--- src/rtl/imgsw_pkg.sv ---
package imgsw_pkg;

  localparam int IDX_W   = 6;
  localparam int DATA_W  = 32;
  localparam int CAUSE_W = 5;

  // Register indices seen by software
  localparam logic [IDX_W-1:0] IX_MODE    = 6'd0;
  localparam logic [IDX_W-1:0] IX_WD_TIME = 6'd2;
  localparam logic [IDX_W-1:0] IX_WD_EN   = 6'd3;
  localparam logic [IDX_W-1:0] IX_BOOT    = 6'd4;
  localparam logic [IDX_W-1:0] IX_KICK    = 6'd5;
  localparam logic [IDX_W-1:0] IX_CAUSE   = 6'd15;
  localparam logic [IDX_W-1:0] IX_TRIG    = 6'd32;

  // Reason codes for the last reconfiguration
  localparam logic [CAUSE_W-1:0] CAUSE_COLD    = 5'h00;
  localparam logic [CAUSE_W-1:0] CAUSE_SW_BACK = 5'h01;
  localparam logic [CAUSE_W-1:0] CAUSE_WDOG    = 5'h04;
  localparam logic [CAUSE_W-1:0] CAUSE_BAD_APP = 5'h08;
  localparam logic [CAUSE_W-1:0] CAUSE_JTAG    = 5'h10;

  typedef enum logic [1:0] {LD_IDLE, LD_REQ, LD_WAIT} ld_state_e;
  typedef enum logic [1:0] {SRC_TO_APP, SRC_SW_BACK, SRC_WDOG} ld_src_e;

  // Mode after a finished load
  function automatic logic next_mode(ld_src_e src, logic ok);
    return (src == SRC_TO_APP) && ok;
  endfunction

  // Cause after a finished load
  function automatic logic [CAUSE_W-1:0] next_cause(ld_src_e src, logic ok);
    logic [CAUSE_W-1:0] c;
    case (src)
      SRC_TO_APP:  c = ok ? CAUSE_COLD : CAUSE_BAD_APP;
      SRC_SW_BACK: c = CAUSE_SW_BACK;
      default:     c = CAUSE_WDOG;
    endcase
    return c;
  endfunction

  // Cause loaded by reset
  function automatic logic [CAUSE_W-1:0] boot_cause(logic via_jtag);
    return via_jtag ? CAUSE_JTAG : CAUSE_COLD;
  endfunction

  // Watchdog limit reached
  function automatic logic wd_due(logic [31:0] cnt, logic [31:0] lim);
    return cnt >= lim;
  endfunction

endpackage

--- src/rtl/imgsw_regs.sv ---
module imgsw_regs
  import imgsw_pkg::*;
#(
  parameter int WORD_AW = 22,
  parameter int WD_W    = 16,
  parameter int WD_INIT = 1000
) (
  input  logic                clk,
  input  logic                rst_n,
  input  logic                cfg_from_jtag,
  input  logic                wr_en,
  input  logic [IDX_W-1:0]    wr_idx,
  input  logic [DATA_W-1:0]   wr_data,
  input  logic                fin,
  input  ld_src_e             fin_src,
  input  logic                fin_ok,
  output logic                mode_app,
  output logic [CAUSE_W-1:0]  cause,
  output logic [WD_W-1:0]     wd_limit,
  output logic                wd_en,
  output logic [WORD_AW-1:0]  boot_word
);

  logic unused_wdata;
  assign unused_wdata = ^wr_data;

  // Parameter writes land only while the factory image runs
  logic param_wr;
  assign param_wr = wr_en && !mode_app;

  always_ff @(posedge clk) begin
    if (!rst_n) begin
      wd_limit  <= WD_W'(WD_INIT);
      wd_en     <= 1'b1;
      boot_word <= '0;
    end else if (param_wr) begin
      case (wr_idx)
        IX_WD_TIME: wd_limit  <= wr_data[WD_W-1:0];
        IX_WD_EN:   wd_en     <= wr_data[0];
        IX_BOOT:    boot_word <= wr_data[WORD_AW-1:0];
        default: ;
      endcase
    end
  end

  always_ff @(posedge clk) begin
    if (!rst_n) begin
      mode_app <= 1'b0;
      cause    <= boot_cause(cfg_from_jtag);
    end else if (fin) begin
      mode_app <= next_mode(fin_src, fin_ok);
      cause    <= next_cause(fin_src, fin_ok);
    end
  end

endmodule

--- src/rtl/imgsw_wdog.sv ---
module imgsw_wdog #(
  parameter int WD_W = 16
) (
  input  logic            clk,
  input  logic            rst_n,
  input  logic            run,
  input  logic            kick,
  input  logic [WD_W-1:0] limit,
  output logic            expire
);

  logic [WD_W-1:0] cnt;
  logic            cnt_max;

  assign cnt_max = &cnt;
  assign expire  = run && imgsw_pkg::wd_due(32'(cnt), 32'(limit));

  always_ff @(posedge clk) begin
    if (!rst_n || !run || kick) cnt <= '0;
    else if (!cnt_max)          cnt <= cnt + 1'b1;
  end

endmodule

--- src/rtl/imgsw_seq.sv ---
module imgsw_seq
  import imgsw_pkg::*;
#(
  parameter int WORD_AW = 22
) (
  input  logic               clk,
  input  logic               rst_n,
  input  logic               start,
  input  ld_src_e            start_src,
  input  logic [WORD_AW-1:0] start_addr,
  input  logic               load_done,
  input  logic               load_ok,
  output logic               load_req,
  output logic [WORD_AW-1:0] load_addr,
  output logic               busy,
  output logic               fin,
  output ld_src_e            fin_src,
  output logic               fin_ok,
  output logic               from_port
);

  ld_state_e state;

  assign load_req  = (state == LD_REQ);
  assign busy      = (state != LD_IDLE);
  assign fin       = (state == LD_WAIT) && load_done;
  assign fin_ok    = load_ok;
  assign from_port = (fin_src != SRC_WDOG);

  always_ff @(posedge clk) begin
    if (!rst_n) begin
      state     <= LD_IDLE;
      fin_src   <= SRC_TO_APP;
      load_addr <= '0;
    end else begin
      case (state)
        LD_IDLE: if (start) begin
          state     <= LD_REQ;
          fin_src   <= start_src;
          load_addr <= start_addr;
        end
        LD_REQ:  state <= LD_WAIT;
        LD_WAIT: if (load_done) state <= LD_IDLE;
        default: state <= LD_IDLE;
      endcase
    end
  end

endmodule

--- src/rtl/imgsw_ctrl.sv ---
module imgsw_ctrl
  import imgsw_pkg::*;
#(
  parameter int FLASH_AW = 24,
  parameter int WD_W     = 16,
  parameter int WD_INIT  = 1000,
  localparam int WORD_AW = FLASH_AW - 2
) (
  input  logic               clk,
  input  logic               rst_n,
  input  logic               cfg_from_jtag,
  input  logic [5:0]         rp_addr,
  input  logic               rp_rd,
  input  logic               rp_wr,
  input  logic [31:0]        rp_wdata,
  output logic [31:0]        rp_rdata,
  output logic               rp_wait,
  output logic               load_req,
  output logic [WORD_AW-1:0] load_addr,
  input  logic               load_done,
  input  logic               load_ok
);

  logic               mode_app, wd_en, busy, fin, fin_ok, from_port;
  logic [CAUSE_W-1:0] cause;
  logic [WD_W-1:0]    wd_limit;
  logic [WORD_AW-1:0] boot_word, start_addr;
  ld_src_e            fin_src, start_src;

  // Named events used by the checker
  logic acc, trig_hit, wd_fire, start, wr_ok, kick, wd_run;

  assign acc      = rp_rd || rp_wr;
  assign trig_hit = rp_wr && (rp_addr == IX_TRIG) && rp_wdata[0] && !busy;
  assign start    = trig_hit || wd_fire;
  assign start_src  = trig_hit ? (mode_app ? SRC_SW_BACK : SRC_TO_APP) : SRC_WDOG;
  assign start_addr = (start_src == SRC_TO_APP) ? boot_word : '0;

  // A trigger stalls until its own load ends; other accesses wait out any load
  assign rp_wait = acc && (busy ? !(fin && from_port) : trig_hit);
  assign wr_ok   = rp_wr && !rp_wait && !busy;
  assign kick    = wr_ok && (rp_addr == IX_KICK);
  assign wd_run  = mode_app && wd_en && !busy;

  always_comb begin
    rp_rdata = '0;
    if (rp_rd) begin
      case (rp_addr)
        IX_MODE:    rp_rdata = 32'(mode_app);
        IX_WD_TIME: rp_rdata = 32'(wd_limit);
        IX_WD_EN:   rp_rdata = 32'(wd_en);
        IX_BOOT:    rp_rdata = 32'(boot_word);
        IX_CAUSE:   rp_rdata = 32'(cause);
        default:    rp_rdata = '0;
      endcase
    end
  end

  imgsw_regs #(.WORD_AW(WORD_AW), .WD_W(WD_W), .WD_INIT(WD_INIT)) u_regs (
    .clk(clk), .rst_n(rst_n), .cfg_from_jtag(cfg_from_jtag),
    .wr_en(wr_ok), .wr_idx(rp_addr), .wr_data(rp_wdata),
    .fin(fin), .fin_src(fin_src), .fin_ok(fin_ok),
    .mode_app(mode_app), .cause(cause), .wd_limit(wd_limit),
    .wd_en(wd_en), .boot_word(boot_word)
  );

  imgsw_wdog #(.WD_W(WD_W)) u_wdog (
    .clk(clk), .rst_n(rst_n), .run(wd_run), .kick(kick),
    .limit(wd_limit), .expire(wd_fire)
  );

  imgsw_seq #(.WORD_AW(WORD_AW)) u_seq (
    .clk(clk), .rst_n(rst_n), .start(start), .start_src(start_src),
    .start_addr(start_addr), .load_done(load_done), .load_ok(load_ok),
    .load_req(load_req), .load_addr(load_addr), .busy(busy), .fin(fin),
    .fin_src(fin_src), .fin_ok(fin_ok), .from_port(from_port)
  );

endmodule

--- config.mk ---
export PLATFORM = sky130hd
export DESIGN_NAME = imgsw_ctrl
export DESIGN_NICKNAME = d
export VERILOG_FILES = /design/src/rtl/imgsw_pkg.sv /design/src/rtl/imgsw_regs.sv /design/src/rtl/imgsw_wdog.sv /design/src/rtl/imgsw_seq.sv /design/src/rtl/imgsw_ctrl.sv
export SDC_FILE = /design/constraint.sdc
export NUM_CORES = 1
export LEC_CHECK = 0
export ABC_AREA = 1
export CAP_MARGIN = 5
export CELL_PAD_IN_SITES_DETAIL_PLACEMENT = 0
export CELL_PAD_IN_SITES_GLOBAL_PLACEMENT = 2
export CORE_ASPECT_RATIO = 0.9
export CORE_MARGIN = 2
export CORE_UTILIZATION = 28
export CTS_CLUSTER_DIAMETER = 60
export CTS_CLUSTER_SIZE = 8
export DETAILED_ROUTE_END_ITERATION = 8
export GPL_ROUTABILITY_DRIVEN = 0
export PLACE_DENSITY = 0.91
export SLEW_MARGIN = 40
export SYNTH_ARGS = -nofsm -noshare
export SYNTH_HDL_FRONTEND = slang
export SYNTH_HIERARCHICAL = 1
export SYNTH_SLANG_ARGS = --single-unit
--- constraint.sdc ---
create_clock -name clk -period 2.2 [get_ports clk]
set_clock_uncertainty 0.05 [all_clocks]
set_input_delay 0.44 -clock clk [delete_from_list [all_inputs] [get_ports clk]]
set_output_delay 0.44 -clock clk [all_outputs]
set_load 0.05 [all_outputs]
==> reports/results.ini, run 1 <==
[floorplanning]
io_pins = 101
die_x_um = 149
coreArea_mm2 = 0.0185
dieHeight_um = 135
die_area_mm2 = 0.0200
start_util_pct = 28.7
rows = 47

[clock_network]
postCtsHoldBufs = 0
clockBufferDepth = 2
clk_latency_ps = 350
cts_tree = done
clock-sinks = 86
cts_made_buffers = 9
htree_num_levels = 3
clk_pin_slew_worst_paths_ps = 60
root_buffer = clkbuf_16

[critical_path]
cp-start-kind = register
crit_arrival_ps = 1670
required_ps = 1710
cp_max_fo = 4
cp-end-kind = output pin
path_class = register to output pin

[synth]
synth_cells = 802
syn_area_mm2 = 0.00530
synth_top_cell_by_area = dfxtp_1
synthAdderAreaFrac_pct = 4.01
synth-simple-area-share_pct = 37.9
synth-edff-count = 4
ys.flop_type = dfxtp_1
ys_seq_area_share_pct = 33.2
synth_top_family_by_area = simple AND/OR/NAND/NOR gates
synth.avg_cell_area_um2 = 6.61
synthTopCellsByArea = dfxtp_1 31%, nand2_1 11%, nor2_1 9.8%
ys_top_cells_by_count = 150 x nand2_1, 139 x nor2_1, 138 x inv_1, 88 x nand3_1, 82 x dfxtp_1
synthMostInstantiatedCell = nand2_1
synthDistinctLibCells = 36
synth-xor-area-share_pct = 0.661
synth_top_area_share_pct = 31.0
yosysWarningCount = 6
ys_seq_elements = 86
synthArstFlopShare_pct = 0
synth_compound_area_share_pct = 7.01
synth_mux_area_share_pct = 0

[layout]
diodes = 0
drive_gt1_share_pct = 27.5
stdcell_count = 1175
design_area_mm2 = 0.00777
area_growth_syn_to_layout_pct = 46.6
nets = 988

[grt]
antenna_found_initial = 0
grt_first_pass_wirelength_um = 24600
grt_pass1_vias = 4937
grt_overflow = 0
grt.total_usage_pct = 15.6
grt_max_degree = 70

[route]
route.detailed.drc = 0
wl_um = 16100
firstDrtPassIters = 5
wl_per_cell_um = 13.7
initialDrtViolationCount = 263
vias_per_cell = 4.38
drtAntennaViolNets = 0
dr_total_vias = 5142

[placed_design]
post_dp_cell_area_mm2 = 0.00679
dp_slack_ps = -346
portBuffers = 80
dp_cells = 1143
dp_hpwl_um = 10800

[power]
ir_drop_v = 0.000341
power_w = 0.00355
power.density_mw_per_mm2 = 457
leakagePower_nw = 3.27

[sta]
hold_violations = 0
hold_ws_ps = 423
rsz0062_at_grt = true
tightest_slew_ps = 645
finalCriticalPeriod_ps = 2160
drv_slew = 0
max_freq_mhz = 463
setup_viol_count_final = 0
min_period_over_period_pct = 98.2
slew-limit-headroom_pct = 56.9
fin_ws_ps = 40.1

[status]
status = completed

[worst_hold_path]
min_path_type = register to register

[flow_run]
drv_cap = 0

placed cells by master, fill, tap and decap left out, drive strengths merged:
cell type	count
nor2	170
nand2	163
inv	146
nand3	89
buf	88
dfxtp	82
clkdlybuf4s50	46
a21oi	36
clkbuf	25
ha	17
o22ai	12
conb	11
nand4	7
o21ai	6
a31oi	5
nor3	5
edfxtp	4
nand3b	3
xnor2	3
or2	3
dlymetal6s2s	2
clkinv	2
clkinvlp	1
dlygate4sd2	1
o21a	1
o21bai	1
xor2	1
stage by stage:
stage | setup TNS, ps | utilization, %
after floorplan | -524 | -
after global placement | -22240 | 36.8
after detailed placement | -23580 | 36.8
after CTS | 0 | 39.8
after global routing | -1040 | 42.1
final | 0 | 42.1
per-layer routing:
metal | up-vias | wire [um] | track usage [%]
met2 | 106 | 7310 | 24.9
met5 | - | 0 | 0
li1 | 2687 | - | -
met4 | 0 | 133 | 3.49
met3 | 10 | 686 | 2.91
met1 | 2339 | 8010 | 21.9
registers in the layout, summed over array words and instances, names as in the netlist:
register          cells
u_seq/state           2
u_regs/wd_limit      16
u_seq/fin_src         2
u_seq/load_addr      22
u_regs/cause          4
u_regs/mode_app       1
u_wdog/cnt           16
u_regs/boot_word     22
u_regs/wd_en          1
area by class of cell:
type                            instances  area, um^2
Timing Repair Buffer                  148        1740
Clock inverter                          1        7.51
Clock buffer                           14         307
Tap cell                              245         307
Sequential cell                        86        1780
Fill cell                            1948       10700
Inverter                              148         558
Multi-Input combinational cell        533        3060
kinds of logic after synthesis:
logic type | Yosys count
compound gates | 61
simple gates | 439
flops | 86
fa+ha+maj | 17
other cells | 2
xor+xnor | 4
buf+inv | 193
power by group:
part | leakage (nW) | switching (W) | internal [W]
combinational | 2.41 | 0.000210 | 0.000145
sequential | 0.706 | 0.00000655 | 0.00158
clock | 0.151 | 0.000649 | 0.000960
final timing paths:
kind                       startpoint                   to  slack (ps)  cells after the start
hold / removal    u_seq/load_addr[18]  u_seq/load_addr[18]         420                      2
hold reg to reg   u_seq/load_addr[18]  u_seq/load_addr[18]         420                      2
setup reg to reg   u_regs/wd_limit[1]   u_seq/load_addr[7]          60                     15
setup / recovery       u_seq/state[1]              rp_wait          40                      9
worst max-delay path, cell delays in order (launching register included):
cell and delay [ps]:
dfxtp_2 330, nor2_4 110, inv_1 80, inv_1 60, nand2_1 60, inv_2 80, nand4_4 100, buf_4 170
a21oi_4 190, buf_12 160
timing repair:
item | CTS | global route
endpoints found under the setup margin | 44 | 61
pin swaps | 10 | 32
buffers inserted | 7 | 2
gates resized for setup | 42 | 79
cloned | 2 | 7
Power figures use the tool's default switching activity.
==> run 2: changes to the inputs <==
--- a/config.mk
+++ b/config.mk
@@ -12,8 +12,8 @@
 export CORE_ASPECT_RATIO = 0.9
 export CORE_MARGIN = 2
 export CORE_UTILIZATION = 28
-export CTS_CLUSTER_DIAMETER = 60
-export CTS_CLUSTER_SIZE = 8
+export CTS_CLUSTER_DIAMETER = 40
+export CTS_CLUSTER_SIZE = 20
 export DETAILED_ROUTE_END_ITERATION = 8
 export GPL_ROUTABILITY_DRIVEN = 0
 export PLACE_DENSITY = 0.91
==> results of run 2 <==
Same layout as run 1: the final DEF is identical, and so are final timing and power.
==> run 3: changes to the inputs <==
--- a/config.mk
+++ b/config.mk
@@ -7,16 +7,14 @@
 export LEC_CHECK = 0
 export ABC_AREA = 1
 export CAP_MARGIN = 5
-export CELL_PAD_IN_SITES_DETAIL_PLACEMENT = 0
-export CELL_PAD_IN_SITES_GLOBAL_PLACEMENT = 2
 export CORE_ASPECT_RATIO = 0.9
 export CORE_MARGIN = 2
-export CORE_UTILIZATION = 28
+export CORE_UTILIZATION = 45
 export CTS_CLUSTER_DIAMETER = 40
 export CTS_CLUSTER_SIZE = 20
 export DETAILED_ROUTE_END_ITERATION = 8
 export GPL_ROUTABILITY_DRIVEN = 0
-export PLACE_DENSITY = 0.91
+export PLACE_DENSITY = 0.82
 export SLEW_MARGIN = 40
 export SYNTH_ARGS = -nofsm -noshare
 export SYNTH_HDL_FRONTEND = slang
==> run 3 against run 2 <==
  * The run now ends with negative setup slack left
  * Global-route usage grew 7.4 points
  * Highest routed layer unchanged
  * Die area down 37%
  * Register-to-register slack lost 60 ps
  * Sequential power about the same
  * Sequential cell count unchanged
  * Non-clock buffer count decreased by 16
  * Power up 2.9%
  * Critical path depth is 2 higher
  * First-iteration DRC count grew 62%
  * Routed wire length shrank 3.5%
==> reports/results.ini, run 3 (synthesis results as in run 1) <==
[power]
power.density_mw_per_mm2 = 492  ; +7.6%
leakagePower_nw = 3.15  ; -3.5%
pwr-share-clk_pct = 47.2  ; +1.9 points
ir_drop_v = 0.000372  ; +9.2%
p_seq_share_pct = 43.4  ; -1.3 points
comb_power_share_pct = 9.4  ; -0.6 points
p_sw_share_pct = 22.8  ; -1.6 points
p_switching_w = 0.000832  ; -3.8%
p_int_w = 0.00282  ; +5.1%

[route]
wl_um = 15600  ; -3.5%
wl_per_cell_um = 14.5  ; +5.8%
route.detailed.drc = 0  ; unchanged
dr_total_vias = 5474  ; +6.5%
vias_per_cell = 5.11  ; +17%
firstDrtPassIters = 5  ; unchanged
initialDrtViolationCount = 426  ; +62%
drtAntennaViolNets = 0  ; unchanged

[clock_network]
postCtsHoldBufs = 0  ; unchanged
root_buffer = clkbuf_16
clockBufferDepth = 2  ; unchanged
htree_num_levels = 3  ; unchanged
clk_pin_slew_worst_paths_ps = 60  ; about the same
clk_latency_ps = 340  ; about the same
cts_made_buffers = 9  ; unchanged
clock-sinks = 86  ; unchanged
cts_tree = done

[critical_path]
r2r-start = u_regs/wd_limit[13]
cp_cell_sequence = inv_1, ha_1, a21oi_1, o21ai_1, nor2_2, a21oi_4, or2_4, buf_6, clkbuf_16, a21oi_2, nor2_1
cp-end-kind = register
r2r_setup_slack_ps = -2  ; -60 ps
path_class = register to register
required_ps = 2390  ; +680 ps
critPathLaunch = u_regs/wd_limit[13]
crit_arrival_ps = 2390  ; +720 ps
reg2reg_to = u_seq/load_addr[17]
cp_max_fo = 11  ; +7
slowest_stage = dfxtp_2
slowest_delay_ps = 330  ; about the same
r2r.worst_path.cells = 11  ; -4
cp-start-kind = register

[layout]
area_growth_syn_to_layout_pct = 40.3
layout_common_cells = 137 x nand2_1, 136 x nor2_1, 130 x inv_1
nets = 973  ; -1.5%
design_area_mm2 = 0.00743  ; -4.3%
multiInputGateArea_mm2 = 0.00306  ; -0.20%
reg_top3 = u_regs/boot_word x22, u_seq/load_addr x22
final_common_cell = nand2_1
drive_gt1_share_pct = 26.4  ; -1.1 points
seq_area_mm2 = 0.00179  ; about the same
fillers = 993  ; -49%
diodes = 0  ; unchanged

[sta]
slew-limit-headroom_pct = 60.9  ; +4.1 points
hold_ws_ps = 391  ; -32.1 ps
drv_slew = 0  ; unchanged
fin_ws_ps = -1.60  ; -41.7 ps
min_period_over_period_pct = 100  ; +1.9 points
max_freq_mhz = 454  ; -1.9%
tightest_slew_ps = 586  ; -59.4 ps
finalCriticalPeriod_ps = 2200  ; +41.7 ps
hold_violations = 0  ; unchanged
setup_viol_count_final = 1  ; +1

[worst_hold_path]
holdPathEnd = u_regs/wd_en
min_path_type = input pin to register
hp-start = rst_n
whs_path_depth = 2  ; unchanged

[floorplanning]
io_pins = 101  ; unchanged
die_x_um = 118  ; -21%
rows = 37  ; -21%
start_util_pct = 46.2  ; +17 points
die_area_mm2 = 0.0127  ; -37%
coreArea_mm2 = 0.0115  ; -38%
dieHeight_um = 107  ; -20%

[grt]
grt_first_pass_wirelength_um = 23500  ; -4.5%
grt_overflow = 0  ; unchanged
antenna_found_initial = 0  ; unchanged
grt.total_usage_pct = 23.0  ; +7.4 points
grt_max_degree = 50  ; -29%
grt_pass1_vias = 5045  ; +2.2%

[placed_design]
dp_hpwl_um = 9710  ; -9.7%
portBuffers = 80  ; unchanged
post_dp_cell_area_mm2 = 0.00655  ; -3.6%

[status]
status = complete, but fails checks
failed_checks = negative setup slack

[flow_run]
drv_cap = 0  ; unchanged

==> run 3: cell types whose count changed in the layout (fill, tap and decap cells not counted), moves of 4 or more <==
| cell | previous run | this run |
|---|---|---|
| o22ai_4 | 7 | 2 |
| inv_2 | 19 | 15 |
| clkbuf_16 | 16 | 10 |
| o22ai_2 | 4 | 9 |
| clkbuf_2 | 6 | 1 |
| buf_4 | 49 | 42 |
| inv_1 | 126 | 130 |
| buf_2 | 1 | 6 |
| nand3_1 | 77 | 83 |
| a21oi_1 | 23 | 17 |
| nand3_2 | 11 | 6 |
==> run 3: per-layer routing <==
layer,share of wire [%],GRT usage [%],up-vias
li1,-,-,2648
met5,0,0,-
met2,50,39.7,223
met3,6.5,5.27,42
met1,42,28.2,2561
met4,2.2,8.33,0
==> run 3: critical path, delay by kind of cell (launching register included) <==
family                   cells  cell delay, ps
AO/OA/AOI/OAI                4             560
AND/OR/NAND/NOR              3             470
buffers and inverters        3             360
flip-flops                   1             330
adder cells (fa/ha/maj)      1             310
==> run 3: stage by stage <==
step | util [%] | TNS, ps | std cells | worst slack, ps | total power (W)
final | 64.8 | -1.60 | 1072 | -1.60 | 0.00365
after global routing | 64.8 | -852 | 1072 | -72.3 | 0.00376
after CTS | 62.0 | 0 | 1065 | 6.79 | 0.00366
after detailed placement | 57.0 | -23450 | 1040 | -375 | 0.00193
after global placement | 57.0 | -20000 | 1040 | -343 | 0.00193
after floorplan | - | -524 | 811 | -84.8 | 0.00181
==> run 3: worst max-delay path by stage <==
stage / depth (start not counted) / to / slack, ps
6_report: 11 / u_seq/load_addr[17] / -2
3_5_place_dp: 8 / rp_rdata[11] / -370
3_3_place_gp: 8 / rp_rdata[11] / -340
4_1_cts: 8 / rp_rdata[17] / 7
5_1_grt: 14 / u_seq/load_addr[14] / -70
2_1_floorplan: 6 / rp_rdata[10] / -80
==> run 3: what timing repair did <==
item | CTS | global route
gates cloned | 2 | 2
setup endpoints to repair | 44 | 55
setup buffers | 7 | 7
pin swaps | 10 | 21
gates resized for setup | 59 | 66
==> run 3: cell type report <==
class	count	area share, %
Inverter	148	7.51
Sequential cell	86	24.0
Tap cell	156	2.63
Clock buffer	12	3.18
Timing Repair Buffer	132	20.3
Clock inverter	4	1.28
Multi-Input combinational cell	534	41.1
==> run 3: power groups by stage <==
| stage | clock (W) | sequential [W] | combinational (W) |
|---|---|---|---|
| after floorplan | 0 | 0.00162 | 0.000187 |
| after global placement | 0 | 0.00162 | 0.000309 |
| after detailed placement | 0 | 0.00162 | 0.000312 |
| after CTS | 0.00174 | 0.00159 | 0.000330 |
| after global routing | 0.00181 | 0.00159 | 0.000367 |
| final | 0.00173 | 0.00159 | 0.000343 |
